**config.mk**
```make
export PLATFORM = sky130hd
export DESIGN_NAME = tp_link_monitor
export DESIGN_NICKNAME = d
export VERILOG_FILES = /design/src/rtl/tplm_pkg.sv /design/src/rtl/tplm_idle_pulser.sv /design/src/rtl/tplm_silence_timer.sv /design/src/rtl/tplm_link_fsm.sv /design/src/rtl/tp_link_monitor.sv
export SDC_FILE = /design/constraint.sdc
export NUM_CORES = 1
export LEC_CHECK = 0
export BUFFER_PORTS_ARGS = -buffer_cell sky130_fd_sc_hd__buf_2
export CAP_MARGIN = 20
export CORE_MARGIN = 1
export CORE_UTILIZATION = 48
export DETAILED_ROUTE_END_ITERATION = 10
export PLACE_DENSITY_LB_ADDON = 0.05
export SYNTH_ARGS = -nofsm -noshare
export SYNTH_HDL_FRONTEND = slang
export SYNTH_SLANG_ARGS = --single-unit
```
**constraint.sdc**
```tcl
create_clock -name clk -period 2.4 [get_ports clk]
set_input_delay 0.36 -clock clk [delete_from_list [all_inputs] [get_ports clk]]
set_output_delay 0.36 -clock clk [all_outputs]
set_load 0.01 [all_outputs]
```
**src/rtl/tplm_pkg.sv**
```systemverilog
package tplm_pkg;

   typedef enum logic {
      LNK_FAIL = 1'b0,
      LNK_PASS = 1'b1
   } link_state_e;

   function automatic int unsigned cnt_width(input int unsigned limit);
      return (limit < 2) ? 1 : $clog2(limit + 1);
   endfunction

endpackage

```
**src/rtl/tplm_idle_pulser.sv**
```systemverilog
module tplm_idle_pulser #(
   parameter int unsigned IDLE_TICKS = 16
) (
   input  logic clk,
   input  logic rst_n,
   input  logic ms_tick,
   input  logic tx_active,
   input  logic pulse_tx_en,
   output logic pulse_req
);
   localparam int unsigned CW = tplm_pkg::cnt_width(IDLE_TICKS);
   localparam logic [CW-1:0] LAST = CW'(IDLE_TICKS - 1);

   generate
      if (IDLE_TICKS < 2) begin : g_bad_idle
         $error("IDLE_TICKS must be at least 2");
      end
   endgenerate

   logic [CW-1:0] idle_cnt;
   logic          wrap;

   assign wrap = ms_tick && !tx_active && (idle_cnt == LAST);

   always_ff @(posedge clk) begin
      if (!rst_n) begin
         idle_cnt  <= '0;
         pulse_req <= 1'b0;
      end else begin
         if (tx_active) begin
            idle_cnt <= '0;
         end else if (ms_tick) begin
            idle_cnt <= wrap ? '0 : idle_cnt + 1'b1;
         end
         pulse_req <= wrap && pulse_tx_en;
      end
   end

   AST_REQ_ONE_CYCLE: assert property (@(posedge clk) disable iff (!rst_n)
      pulse_req |=> !pulse_req);
   AST_TX_BLOCKS_REQ: assert property (@(posedge clk) disable iff (!rst_n)
      tx_active |=> !pulse_req);
   AST_MASK_BLOCKS_REQ: assert property (@(posedge clk) disable iff (!rst_n)
      !pulse_tx_en |=> !pulse_req);

endmodule

```
**src/rtl/tplm_silence_timer.sv**
```systemverilog
module tplm_silence_timer #(
   parameter int unsigned LOSS_TICKS = 100
) (
   input  logic clk,
   input  logic rst_n,
   input  logic ms_tick,
   input  logic rx_evt,
   output logic hit,
   output logic expired
);
   localparam int unsigned CW = tplm_pkg::cnt_width(LOSS_TICKS);
   localparam logic [CW-1:0] LIMIT = CW'(LOSS_TICKS);
   localparam logic [CW-1:0] PRE   = CW'(LOSS_TICKS - 1);

   generate
      if (LOSS_TICKS < 2) begin : g_bad_loss
         $error("LOSS_TICKS must be at least 2");
      end
   endgenerate

   logic [CW-1:0] quiet_cnt;

   assign hit     = ms_tick && !rx_evt && (quiet_cnt == PRE);
   assign expired = (quiet_cnt == LIMIT);

   always_ff @(posedge clk) begin
      if (!rst_n) begin
         quiet_cnt <= '0;
      end else if (rx_evt) begin
         quiet_cnt <= '0;
      end else if (ms_tick && !expired) begin
         quiet_cnt <= quiet_cnt + 1'b1;
      end
   end

   AST_EVT_CLEARS_TIMER: assert property (@(posedge clk) disable iff (!rst_n)
      rx_evt |=> !expired);
   AST_HIT_THEN_EXPIRED: assert property (@(posedge clk) disable iff (!rst_n)
      hit |=> expired);

endmodule

```
**src/rtl/tplm_link_fsm.sv**
```systemverilog
module tplm_link_fsm #(
   parameter int unsigned PASS_PULSES = 4
) (
   input  logic clk,
   input  logic rst_n,
   input  logic link_test_en,
   input  logic rx_packet,
   input  logic rx_link_pulse,
   input  logic hit,
   input  logic expired,
   output tplm_pkg::link_state_e state
);
   import tplm_pkg::*;

   localparam int unsigned PW = cnt_width(PASS_PULSES);
   localparam logic [PW-1:0] LAST_PULSE = PW'(PASS_PULSES - 1);

   generate
      if (PASS_PULSES < 1) begin : g_bad_pulses
         $error("PASS_PULSES must be at least 1");
      end
   endgenerate

   link_state_e state_d;
   logic [PW-1:0] pcnt, pcnt_d;

   always_comb begin
      state_d = state;
      pcnt_d  = pcnt;
      if (!link_test_en || rx_packet) begin
         state_d = LNK_PASS;
         pcnt_d  = '0;
      end else begin
         unique case (state)
            LNK_PASS: begin
               pcnt_d = '0;
               if ((hit || expired) && !rx_link_pulse) begin
                  state_d = LNK_FAIL;
               end
            end
            LNK_FAIL: begin
               if (rx_link_pulse) begin
                  if (pcnt == LAST_PULSE) begin
                     state_d = LNK_PASS;
                     pcnt_d  = '0;
                  end else begin
                     pcnt_d = pcnt + 1'b1;
                  end
               end else if (hit) begin
                  pcnt_d = '0;
               end
            end
            default: begin
               state_d = LNK_FAIL;
               pcnt_d  = '0;
            end
         endcase
      end
   end

   always_ff @(posedge clk) begin
      if (!rst_n) begin
         state <= LNK_FAIL;
         pcnt  <= '0;
      end else begin
         state <= state_d;
         pcnt  <= pcnt_d;
      end
   end

   AST_PACKET_PASSES: assert property (@(posedge clk) disable iff (!rst_n)
      rx_packet |=> (state == LNK_PASS));
   AST_DISABLED_PASSES: assert property (@(posedge clk) disable iff (!rst_n)
      !link_test_en |=> (state == LNK_PASS));
   AST_PULSE_HOLDS_PASS: assert property (@(posedge clk) disable iff (!rst_n)
      (state == LNK_PASS) && rx_link_pulse |=> (state == LNK_PASS));

endmodule

```
**src/rtl/tp_link_monitor.sv**
```systemverilog
module tp_link_monitor #(
   parameter int unsigned IDLE_TICKS  = 16,
   parameter int unsigned LOSS_TICKS  = 100,
   parameter int unsigned PASS_PULSES = 4
) (
   input  logic clk,
   input  logic rst_n,
   input  logic ms_tick,
   input  logic tx_active,
   input  logic rx_packet,
   input  logic rx_link_pulse,
   input  logic link_test_en,
   input  logic pulse_tx_en,
   output logic pulse_req,
   output logic link_ok,
   output logic port_disable
);
   import tplm_pkg::*;

   generate
      if (IDLE_TICKS >= LOSS_TICKS) begin : g_bad_order
         $error("IDLE_TICKS must be below LOSS_TICKS");
      end
   endgenerate

   logic        rx_evt;
   logic        t_hit, t_expired;
   link_state_e st;

   assign rx_evt = rx_packet || rx_link_pulse;

   tplm_idle_pulser #(.IDLE_TICKS(IDLE_TICKS)) u_pulser (
      .clk         (clk),
      .rst_n       (rst_n),
      .ms_tick     (ms_tick),
      .tx_active   (tx_active),
      .pulse_tx_en (pulse_tx_en),
      .pulse_req   (pulse_req)
   );

   tplm_silence_timer #(.LOSS_TICKS(LOSS_TICKS)) u_timer (
      .clk     (clk),
      .rst_n   (rst_n),
      .ms_tick (ms_tick),
      .rx_evt  (rx_evt),
      .hit     (t_hit),
      .expired (t_expired)
   );

   tplm_link_fsm #(.PASS_PULSES(PASS_PULSES)) u_fsm (
      .clk           (clk),
      .rst_n         (rst_n),
      .link_test_en  (link_test_en),
      .rx_packet     (rx_packet),
      .rx_link_pulse (rx_link_pulse),
      .hit           (t_hit),
      .expired       (t_expired),
      .state         (st)
   );

   assign link_ok      = (st == LNK_PASS);
   assign port_disable = (st == LNK_FAIL);

   AST_FAIL_NEEDS_TEST: assert property (@(posedge clk) disable iff (!rst_n)
      link_ok && !link_test_en |=> link_ok);
   AST_DISABLE_OPPOSITE: assert property (@(posedge clk) disable iff (!rst_n)
      port_disable != link_ok);

endmodule

```
==> flow_metrics.py, run 1 <==
metrics = {
    "place": {
        "placement.io_buffers": 10,
        "finalWeightedCongestion": 0.761,
        "place_inst": 130,
        "place_area_sq_um": 956,
        "dp_hpwl_mm": 1.20,
    },
    "synthesis": {
        "postSynthAreaPerCell_sq_um": 9.15,
        "syn-num-nets": 110,
        "syn-cell-area_sq_um": 887,
        "synth_cell_types": 34,
        "synth_top_family_by_area": "simple AND/OR/NAND/NOR gates",
        "muxShareOfSynthArea_pct": 2.26,
        "synthAdderAreaFrac_pct": 7.05,
        "synth_xor_area_share_pct": 1.97,
        "seq_area_frac_synth_pct": 38.4,
        "ys_ff_latch": 17,
        "yosys.area_share.simple_pct": 26.1,
        "synth_compound_area_share_pct": 19.0,
        "synthCells": 97,
        "yosysWarnings": 0,
    },
    "timing": {
        "period_minus_slack_ns": 1.46,
        "slew_viol_final": 0,
        "setup_viol": 0,
        "timing.fmax_mhz": 686,
        "fin_crit_sh_pct": 60.7,
        "worst_pin_slew_ns": 0.337,
        "finalHoldViolations": 0,
        "fin_skew_ns": 0.00266,
        "rsz0062_at_grt": "no",
        "slew_headroom_pct": 77.5,
        "finalSetupTns_ns": 0,
    },
    "setup_path": {
        "cp_common_cell": "ha_1",
        "crit_required_ns": 2.63,
        "ff2ff_path_depth": 6,
        "rr_endpoint": "u_pulser.idle_cnt[2]",
        "slowest_stage": "dfxtp_1",
        "path_class": "flip-flop to flip-flop",
        "cp_max_fo": 6,
        "timing.critical_path.slowest_cell_delay_ns": 0.34,
        "crit_end": "u_pulser.idle_cnt[2]",
        "crit_path_start": "u_pulser.idle_cnt[0]",
        "critical_path.startpoint_type": "flip-flop",
        "timing.rr.start": "u_pulser.idle_cnt[0]",
        "worstSetupEndpointType": "flip-flop",
        "r2r_slack_ns": 0.94,
        "worstPathCellList": "ha_1 -> and3_1 -> ha_1 -> nor4bb_1 -> a21oi_1 -> nor2_1",
        "cp.arrival_ns": 1.69,
    },
    "routing": {
        "drtIter0Drc": 23,
        "num_vias": 738,
        "ant_nets": 0,
        "finalWirelength_mm": 1.60,
        "first_pass_iters": 6,
        "wl_per_cell_microns": 11.9,
        "viasPerCell": 5.51,
        "drc": 0,
    },
    "power_and_ir_drop": {
        "p_leak_nw": 0.361,
        "finalPower_mw": 0.477,
        "peakVddDrop_uv": 412,
        "powerDensity_nw_per_um2": 486,
    },
    "floorplanning": {
        "io_pins": 11,
        "core-area_sq_um": 1730,
        "dieArea_sq_um": 2020,
        "row_count": 15,
        "fp.dieW_microns": 45.0,
        "dieHeight_microns": 45.0,
        "start_util_pct": 51.4,
    },
    "final_layout": {
        "fin_cells": 134,
        "area_growth_pct": 10.7,
        "drive_above_1_share_pct": 17.4,
        "utilization_pct": 56.9,
        "stdcell_area_sq_um": 982,
        "layout_common_cells": "dfxtp_1, buf_2, a21oi_1, inv_1",
        "mostFrequentLayoutCell": "dfxtp_1",
        "diodes": 0,
        "nets": 123,
    },
    "clock_network": {
        "clk_latency_ns": 0.29,
        "cts_setup_buffers": 0,
        "cts.repair.resized": 0,
        "cts_sinks": 17,
        "h-tree-depth": 1,
        "cts_buffers": 3,
        "tritoncts": "yes",
        "holdBufCountCts": 0,
        "clk_pin_slew_ns": 0.10,
        "clockBufferDepth": 2,
        "cts-root-buf": "clkbuf_4",
    },
    "global_route": {
        "track_usage_pct": 19.3,
        "antenna_found_initial": 0,
        "grt_pass1_wl_mm": 2.75,
        "grt_max_degree": 16,
        "grt_pass1_vias": 637,
        "grt-ovfl-total": 0,
    },
    "status": {
        "outcome": "finished clean",
    },
    "worst_hold_path": {
        "worst_hold_path_type": "primary input to flip-flop",
        "min_from": "rst_n",
    },
    "job": {
        "max-cap-violations": 0,
    },
}
## cells by family (layout without fill, tap and decap cells)
family | count (synthesis) | count (layout)
and+or+nand+nor | 36 | 36
xor gates and xnor gates | 2 | 2
muxes | 2 | 2
buffers and inverters | 11 | 23
adders and majority gates | 5 | 5
AOI/OAI and AO/OA | 24 | 24
DFF | 17 | 17
## per-layer routing
metal / part of all wire, % / routed length, microns / track usage (%) / vias to the layer above
li1: - / - / - / 383
met1: 46 / 739 / 23.8 / 341
met2: 49 / 776 / 30.1 / 12
met3: 3.4 / 54 / 7.60 / 2
met4: 1.5 / 24 / 7.88 / 0
met5: 0 / 0 / 0 / -
## flip-flops by register name (all words and copies together), names as in the netlist
register            cells
u_timer.quiet_cnt       7
u_fsm.pcnt              3
u_fsm.state             1
u_pulser.pulse_req      1
u_pulser.idle_cnt       5
## synthesized netlist by cell type
| cell type | instances | area share, % |
|---|---|---|
| buf_4 | 1 | 0.85 |
| a311o_1 | 1 | 1.1 |
| o311a_1 | 1 | 1.1 |
| or3_1 | 2 | 1.4 |
| dfxtp_1 | 17 | 38 |
| nor2_1 | 6 | 2.5 |
| nand3_1 | 6 | 3.4 |
| nand4_2 | 1 | 1.4 |
| nor4bb_1 | 1 | 1.1 |
| mux2i_1 | 2 | 2.3 |
| xor2_1 | 2 | 2.0 |
| nand3b_1 | 1 | 0.85 |
| nand2b_1 | 2 | 1.4 |
| o2111ai_1 | 1 | 0.99 |
| inv_1 | 8 | 3.4 |
| o31ai_2 | 1 | 1.4 |
| buf_2 | 1 | 0.56 |
| a31oi_1 | 2 | 1.4 |
| o211ai_1 | 2 | 1.7 |
| nand4bb_1 | 2 | 2.5 |
| nor3_1 | 2 | 1.1 |
| a2111oi_2 | 1 | 1.7 |
| a31oi_2 | 1 | 1.4 |
| inv_2 | 1 | 0.42 |
| ha_1 | 5 | 7.1 |
| nor4bb_4 | 1 | 2.8 |
| nor3b_1 | 3 | 2.5 |
| o21ai_0 | 3 | 1.7 |
| o21ai_1 | 1 | 0.56 |
| and3_1 | 1 | 0.71 |
| a211oi_1 | 1 | 0.85 |
| a21oi_1 | 9 | 5.1 |
| nand4_1 | 3 | 2.1 |
| nand2_1 | 5 | 2.1 |
## per-stage QoR
stage	hold slack (ns)	setup WS, ns
3_3_place_gp	0.431	1.00
6_report	0.305	0.942
3_5_place_dp	0.439	0.960
2_1_floorplan	0.420	1.05
5_1_grt	0.313	0.736
4_1_cts	0.294	0.943
## worst min-delay path by stage
| stage | end | slack, ns | cells past startpoint |
|---|---|---|---|
| global route | u_fsm.state | 0.31 | 3 |
| floorplan | u_fsm.pcnt[2] | 0.42 | 2 |
| global placement | u_fsm.pcnt[2] | 0.43 | 2 |
| CTS | u_fsm.state | 0.29 | 3 |
| detailed placement | u_fsm.pcnt[2] | 0.44 | 2 |
| finish | u_fsm.state | 0.31 | 3 |
## area by class of cell
class	count	area, sq um
fillers	171	744
well taps	25	31.3
clock buffers	4	26.3
inverters	9	33.8
repair buffers	10	50.0
multi-input cells	69	500
flip-flops and latches	17	340
## power breakdown
| group | switching (mW) | internal [mW] |
|---|---|---|
| logic | 0.0215 | 0.0144 |
| registers | 0.00312 | 0.285 |
| clock network | 0.0886 | 0.0647 |
## critical path: cells and delay by family, from the launching register on
kind | cells | cell delay, ns
AOI/OAI and AO/OA | 1 | 0.06
adders and majority gates | 2 | 0.46
DFF | 1 | 0.34
and+or+nand+nor | 3 | 0.53
(Power assumes the default switching activity.)
==> run 2: changes to the inputs <==
==> constraint.sdc (replaced) <==
create_clock -name clk -period 1.2 [get_ports clk]
set_input_delay 0.18 -clock clk [delete_from_list [all_inputs] [get_ports clk]]
set_output_delay 0.18 -clock clk [all_outputs]
set_load 0.01 [all_outputs]
==> run 2 against run 1 <==
Compared with the run above: the flow now finishes with violations (negative setup slack); non-clock buffer count increased by 16; clock power increased by 100%; sequential power increased by 99%; final cell count increased by 12%; flip-flop and latch count unchanged; global-route usage increased by 2.2 points; critical path depth unchanged; count of clock-buffer cells in the layout decreased by 1; maximum frequency increased by 12%; power increased by 100%.
==> flow_metrics.py, run 2 (same netlist as run 1, synthesis figures left out) <==
metrics = {
    "routing": {
        "drc": 0,
        "wl_per_cell_microns": 13.6,
        "ant_nets": 0,
        "first_pass_iters": 4,
        "finalWirelength_mm": 2.05,
        "drtIter0Drc": 16,
        "viasPerCell": 5.50,
        "num_vias": 825,
    },
    "global_route": {
        "grt_pass1_wl_mm": 3.19,
        "grt_max_degree": 12,
        "antenna_found_initial": 0,
        "grt-ovfl-total": 0,
        "grt_util_met1_pct": 28.1,
        "grt-busiest-layer": "met2",
        "track_usage_pct": 21.6,
        "grtUsageMet2_pct": 36.5,
        "grt.met3_usage_pct": 3.60,
        "grt_pass1_vias": 778,
    },
    "final_layout": {
        "fin_cells": 150,
        "area_growth_pct": 41.5,
        "seqCellArea_sq_um": 359,
        "stdcell_area_sq_um": 1250,
        "fillCellCount": 145,
        "reg_top3": "u_timer.quiet_cnt x7, u_pulser.idle_cnt x5, u_fsm.pcnt x3",
        "layout_common_cells": "buf_4, buf_2, dfxtp_2, inv_1, a21oi_1",
        "diodes": 0,
        "largest_reg_flops": 7,
        "multi_input_area_sq_um": 633,
        "mostFrequentLayoutCell": "buf_4",
        "drive_above_1_share_pct": 49.6,
        "nets": 139,
        "top_register": "u_timer.quiet_cnt",
    },
    "timing": {
        "fin_skew_ns": 0.00185,
        "setup_slack_ns": -0.104,
        "finalHoldViolations": 0,
        "fin_crit_sh_pct": 109,
        "rsz0062_at_grt": "yes",
        "setup_viol": 6,
        "period_minus_slack_ns": 1.30,
        "worst_pin_slew_ns": 0.386,
        "holdWs_ns": 0.119,
        "slew_viol_final": 0,
        "slew_headroom_pct": 74.2,
        "timing.fmax_mhz": 767,
    },
    "floorplanning": {
        "row_count": 15,
        "dieHeight_microns": 45.0,
        "io_pins": 11,
        "dieArea_sq_um": 2020,
        "fp.dieW_microns": 45.0,
        "start_util_pct": 51.4,
        "core-area_sq_um": 1730,
    },
    "clock_network": {
        "holdBufCountCts": 0,
        "clockBufferDepth": 2,
        "h-tree-depth": 1,
        "cts-root-buf": "clkbuf_4",
        "tritoncts": "yes",
        "clk_latency_ns": 0.28,
        "cts_buffers": 3,
        "cts_sinks": 17,
        "clk_pin_slew_ns": 0.10,
    },
    "setup_path": {
        "cp_common_cell": "ha_4",
        "cp_max_fo": 5,
        "worstPathCellList": "ha_4 -> and3_4 -> ha_4 -> nor4bb_1 -> a21oi_1 -> nor2_1",
        "slowest_stage": "dfxtp_2",
        "cp_num_cells": 6,
        "worstSetupEndpointType": "flip-flop",
        "cp.arrival_ns": 1.53,
        "critical_path.startpoint_type": "flip-flop",
        "timing.critical_path.slowest_cell_delay_ns": 0.35,
        "path_class": "flip-flop to flip-flop",
        "critical_path.top_delay_family": "simple AND/OR/NAND/NOR gates",
        "ff2ff_path_depth": 6,
        "crit_required_ns": 1.43,
        "path_buf_inv": 0,
    },
    "status": {
        "outcome": "finished, violations left",
        "violations": "negative setup slack",
    },
    "place": {
        "finalWeightedCongestion": 0.853,
        "dp_hpwl_mm": 1.32,
        "place_area_sq_um": 1090,
        "post-place-ws_ns": -0.118,
        "placement.io_buffers": 10,
        "place_inst": 145,
    },
    "power_and_ir_drop": {
        "finalPower_mw": 0.977,
        "p_leak_nw": 0.443,
        "peakVddDrop_uv": 605,
        "powerDensity_nw_per_um2": 778,
    },
    "worst_hold_path": {
        "worst_hold_path_type": "primary input to flip-flop",
        "min_delay_path_depth": 3,
    },
    "job": {
        "max-cap-violations": 0,
    },
}
run 2: power breakdown:
part,switching (mW),internal [mW]
Clock,0.186,0.124
Sequential,0.00666,0.567
Combinational,0.0537,0.0398
run 2: per-layer routing:
| metal | share of wire (%) | wire length [microns] | up-vias |
|---|---|---|---|
| met5 | 0 | 0 | - |
| met4 | 0 | 0 | 0 |
| met3 | 5.1 | 105 | 0 |
| met2 | 51 | 1050 | 22 |
| met1 | 44 | 893 | 385 |
| li1 | - | - | 418 |
run 2: path summary, 6_finish.rpt:
| check | start | endpoint | slack [ns] |
|---|---|---|---|
| setup / recovery | u_pulser.idle_cnt[1] | u_pulser.idle_cnt[2] | -0.10 |
| hold / removal | pulse_tx_en | u_pulser.pulse_req | 0.12 |
| setup reg to reg | u_pulser.idle_cnt[1] | u_pulser.idle_cnt[2] | -0.10 |
| hold reg to reg | u_fsm.pcnt[2] | u_fsm.pcnt[2] | 0.45 |
run 2: what timing repair did:
| item | 4_1_cts | 5_1_grt |
|---|---|---|
| setup endpoints to repair | 13 | 14 |
| pin swaps | 7 | 11 |
| setup buffers | 1 | 0 |
| resized for setup | 15 | 13 |
run 2: layout make-up:
| type | count | area share (%) |
|---|---|---|
| Multi-Input combinational cell | 69 | 50.4 |
| Tap cell | 25 | 2.49 |
| Clock buffer | 3 | 1.79 |
| Timing Repair Buffer | 26 | 13.6 |
| Sequential cell | 17 | 28.6 |
| Clock inverter | 1 | 0.399 |
| Inverter | 9 | 2.69 |
run 2: metrics by stage:
stage                     TNS (ns)  util [%]
final                       -0.306      72.7
after global routing        -0.938      72.7
after CTS                   -0.269      69.3
after detailed placement    -0.416      63.2
after global placement      -0.275      63.2
after floorplan            -0.0998         -
run 2: worst reg2reg max path: cells and delay by family (launching register included):
family                   cells  cell delay (ns)
flip-flops                   1             0.35
adder cells (fa/ha/maj)      2             0.32
AND/OR/NAND/NOR              3             0.51
AO/OA/AOI/OAI                1             0.07
==> run 3: changes to the inputs <==
--- a/config.mk
+++ b/config.mk
@@ -10,7 +10,7 @@
 export CORE_MARGIN = 1
 export CORE_UTILIZATION = 48
 export DETAILED_ROUTE_END_ITERATION = 10
-export PLACE_DENSITY_LB_ADDON = 0.05
+export PLACE_DENSITY = 0.7
 export SYNTH_ARGS = -nofsm -noshare
 export SYNTH_HDL_FRONTEND = slang
 export SYNTH_SLANG_ARGS = --single-unit
==> run 3 against run 2 <==
Compared with the run above: the run still ends with negative setup slack left; count of clock-buffer cells in the layout is 1 higher; global-route usage is 0.17 points higher; highest routed layer is now met4; design area is 1.3% higher; power is 0.36% lower; setup slack worse by 0.0085 ns; clock skew hardly changed; register-to-register slack hardly changed.
==> flow_metrics.py, run 3 (same netlist as run 1, synthesis figures left out) <==
metrics = {
    "place": {
        "place_inst": 143,
        "dp_hpwl_mm": 1.43,
        "post-place-ws_ns": -0.144,
        "finalWeightedCongestion": 0.738,
        "placement.io_buffers": 10,
    },
    "final_layout": {
        "reg_top3": "u_timer.quiet_cnt x7, u_pulser.idle_cnt x5, u_fsm.pcnt x3",
        "largest_reg_flops": 7,
        "layout_common_cells": "buf_4, buf_2, inv_1, a21oi_1, dfxtp_2",
        "nets": 137,
        "area_growth_pct": 43.3,
        "drive_above_1_share_pct": 49.6,
        "diodes": 0,
        "mostFrequentLayoutCell": "buf_4",
        "top_register": "u_timer.quiet_cnt",
        "fin_cells": 148,
    },
    "routing": {
        "viasPerCell": 5.57,
        "num_vias": 825,
        "wl_per_cell_microns": 14.8,
        "finalWirelength_mm": 2.19,
        "drc": 0,
        "drtIter0Drc": 15,
        "first_pass_iters": 4,
        "ant_nets": 0,
    },
    "job": {
        "max-cap-violations": 0,
    },
    "setup_path": {
        "slowest_stage": "dfxtp_2",
        "path_buf_inv": 0,
        "worstPathCellList": "ha_4 -> and3_4 -> ha_4 -> nor4bb_4 -> a21oi_1 -> nor2_1",
        "timing.rr.start": "u_pulser.idle_cnt[1]",
        "r2r_slack_ns": -0.11,
        "cp.arrival_ns": 1.54,
        "crit_required_ns": 1.43,
        "cp_common_cell": "ha_4",
        "rr_endpoint": "u_pulser.idle_cnt[2]",
        "worstSetupEndpointType": "flip-flop",
        "critical_path.startpoint_type": "flip-flop",
        "path_class": "flip-flop to flip-flop",
        "ff2ff_path_depth": 6,
        "cp_max_fo": 6,
        "timing.critical_path.slowest_cell_delay_ns": 0.35,
        "critical_path.top_delay_family": "simple AND/OR/NAND/NOR gates",
    },
    "floorplanning": {
        "core-area_sq_um": 1730,
        "dieHeight_microns": 45.0,
        "start_util_pct": 51.4,
        "row_count": 15,
        "io_pins": 11,
        "dieArea_sq_um": 2020,
        "fp.dieW_microns": 45.0,
    },
    "clock_network": {
        "tritoncts": "yes",
        "clockBufferDepth": 2,
        "cts-root-buf": "clkbuf_4",
        "h-tree-depth": 1,
        "clk_latency_ns": 0.28,
        "clk_pin_slew_ns": 0.10,
        "cts_sinks": 17,
        "holdBufCountCts": 0,
        "cts_buffers": 3,
    },
    "timing": {
        "finalHoldViolations": 0,
        "setup_viol": 3,
        "slew_headroom_pct": 70.0,
        "setup_slack_ns": -0.113,
        "timing.fmax_mhz": 762,
        "period_minus_slack_ns": 1.31,
        "fin_crit_sh_pct": 109,
        "rsz0062_at_grt": "yes",
        "slew_viol_final": 0,
        "worst_pin_slew_ns": 0.449,
        "fin_skew_ns": 0.00152,
    },
    "power_and_ir_drop": {
        "powerDensity_nw_per_um2": 766,
        "peakVddDrop_uv": 761,
        "p_leak_nw": 0.434,
    },
    "global_route": {
        "grt_pass1_wl_mm": 3.20,
        "grt_pass1_vias": 758,
        "grt-ovfl-total": 0,
        "antenna_found_initial": 0,
        "track_usage_pct": 21.7,
        "grt_max_degree": 11,
    },
    "status": {
        "outcome": "finished, violations left",
        "violations": "negative setup slack",
    },
    "worst_hold_path": {
        "worst_hold_path_type": "primary input to flip-flop",
        "hold_end": "u_pulser.pulse_req",
        "min_delay_path_depth": 3,
        "min_from": "pulse_tx_en",
    },
}
run 3: changes by cell type in the layout (fill, tap and decap cells not counted), moves of 2 or more:
cell,before,now
dfxtp_2,9,7
nand3_2,2,0
buf_4,16,14
dfxtp_4,2,4
run 3: repair_timing:
item,4_1_cts,5_1_grt
gates resized for setup,11,23
pin swaps,4,8
setup buffers,0,1
endpoints found under the setup margin,11,13
run 3: report_power, final:
| part | internal, mW | leakage, nW | switching, mW |
|---|---|---|---|
| sequential | 0.562 | 0.144 | 0.00743 |
| combinational | 0.0409 | 0.275 | 0.0571 |
| clock | 0.129 | 0.0150 | 0.177 |
| total | 0.732 | 0.434 | 0.241 |
run 3: area by class of cell:
| cell class | instances | area [sq um] |
|---|---|---|
| multi-input cells | 69 | 661 |
| inverters | 9 | 33.8 |
| flip-flops and latches | 17 | 364 |
| well taps | 25 | 31.3 |
| fillers | 127 | 455 |
| clock buffers | 4 | 26.3 |
| repair buffers | 24 | 155 |
run 3: stage by stage:
| stage | total power, mW | utilization (%) | TNS [ns] | instance area (sq um) | hold slack [ns] |
|---|---|---|---|---|---|
| finish | 0.973 | 73.6 | -0.288 | 1270 | 0.136 |
| global route | 1.02 | 73.6 | -0.757 | 1270 | 0.135 |
| CTS | 0.973 | 66.4 | -0.266 | 1150 | 0.138 |
| detailed placement | 0.671 | 62.3 | -0.403 | 1080 | 0.433 |
| global placement | 0.667 | 62.3 | -0.222 | 1080 | 0.427 |
| floorplan | 0.631 | - | -0.0998 | 910 | 0.272 |
run 3: how the worst max path moves through the flow:
stage / start / endpoint / cells past startpoint
global route: u_pulser.idle_cnt[0] / u_pulser.idle_cnt[2] / 6
CTS: u_pulser.idle_cnt[1] / u_pulser.idle_cnt[2] / 6
global placement: u_pulser.idle_cnt[1] / u_pulser.idle_cnt[2] / 6
finish: u_pulser.idle_cnt[1] / u_pulser.idle_cnt[2] / 6
detailed placement: u_pulser.idle_cnt[1] / u_pulser.idle_cnt[2] / 6
floorplan: u_pulser.idle_cnt[1] / u_pulser.idle_cnt[2] / 6
run 3: metal layers:
layer  vias up  track usage [%]  share of wire (%)
met5         -                0                  0
met4         0             8.48                1.0
met3         4             3.60                1.8
met2        14             39.7                 51
met1       392             24.9                 46
li1        415                -                  -
run 3: worst min-delay path: cells and delay by family:
kind          cells  cell delay, ns
simple gates      2            0.11
buf+inv           1            0.10
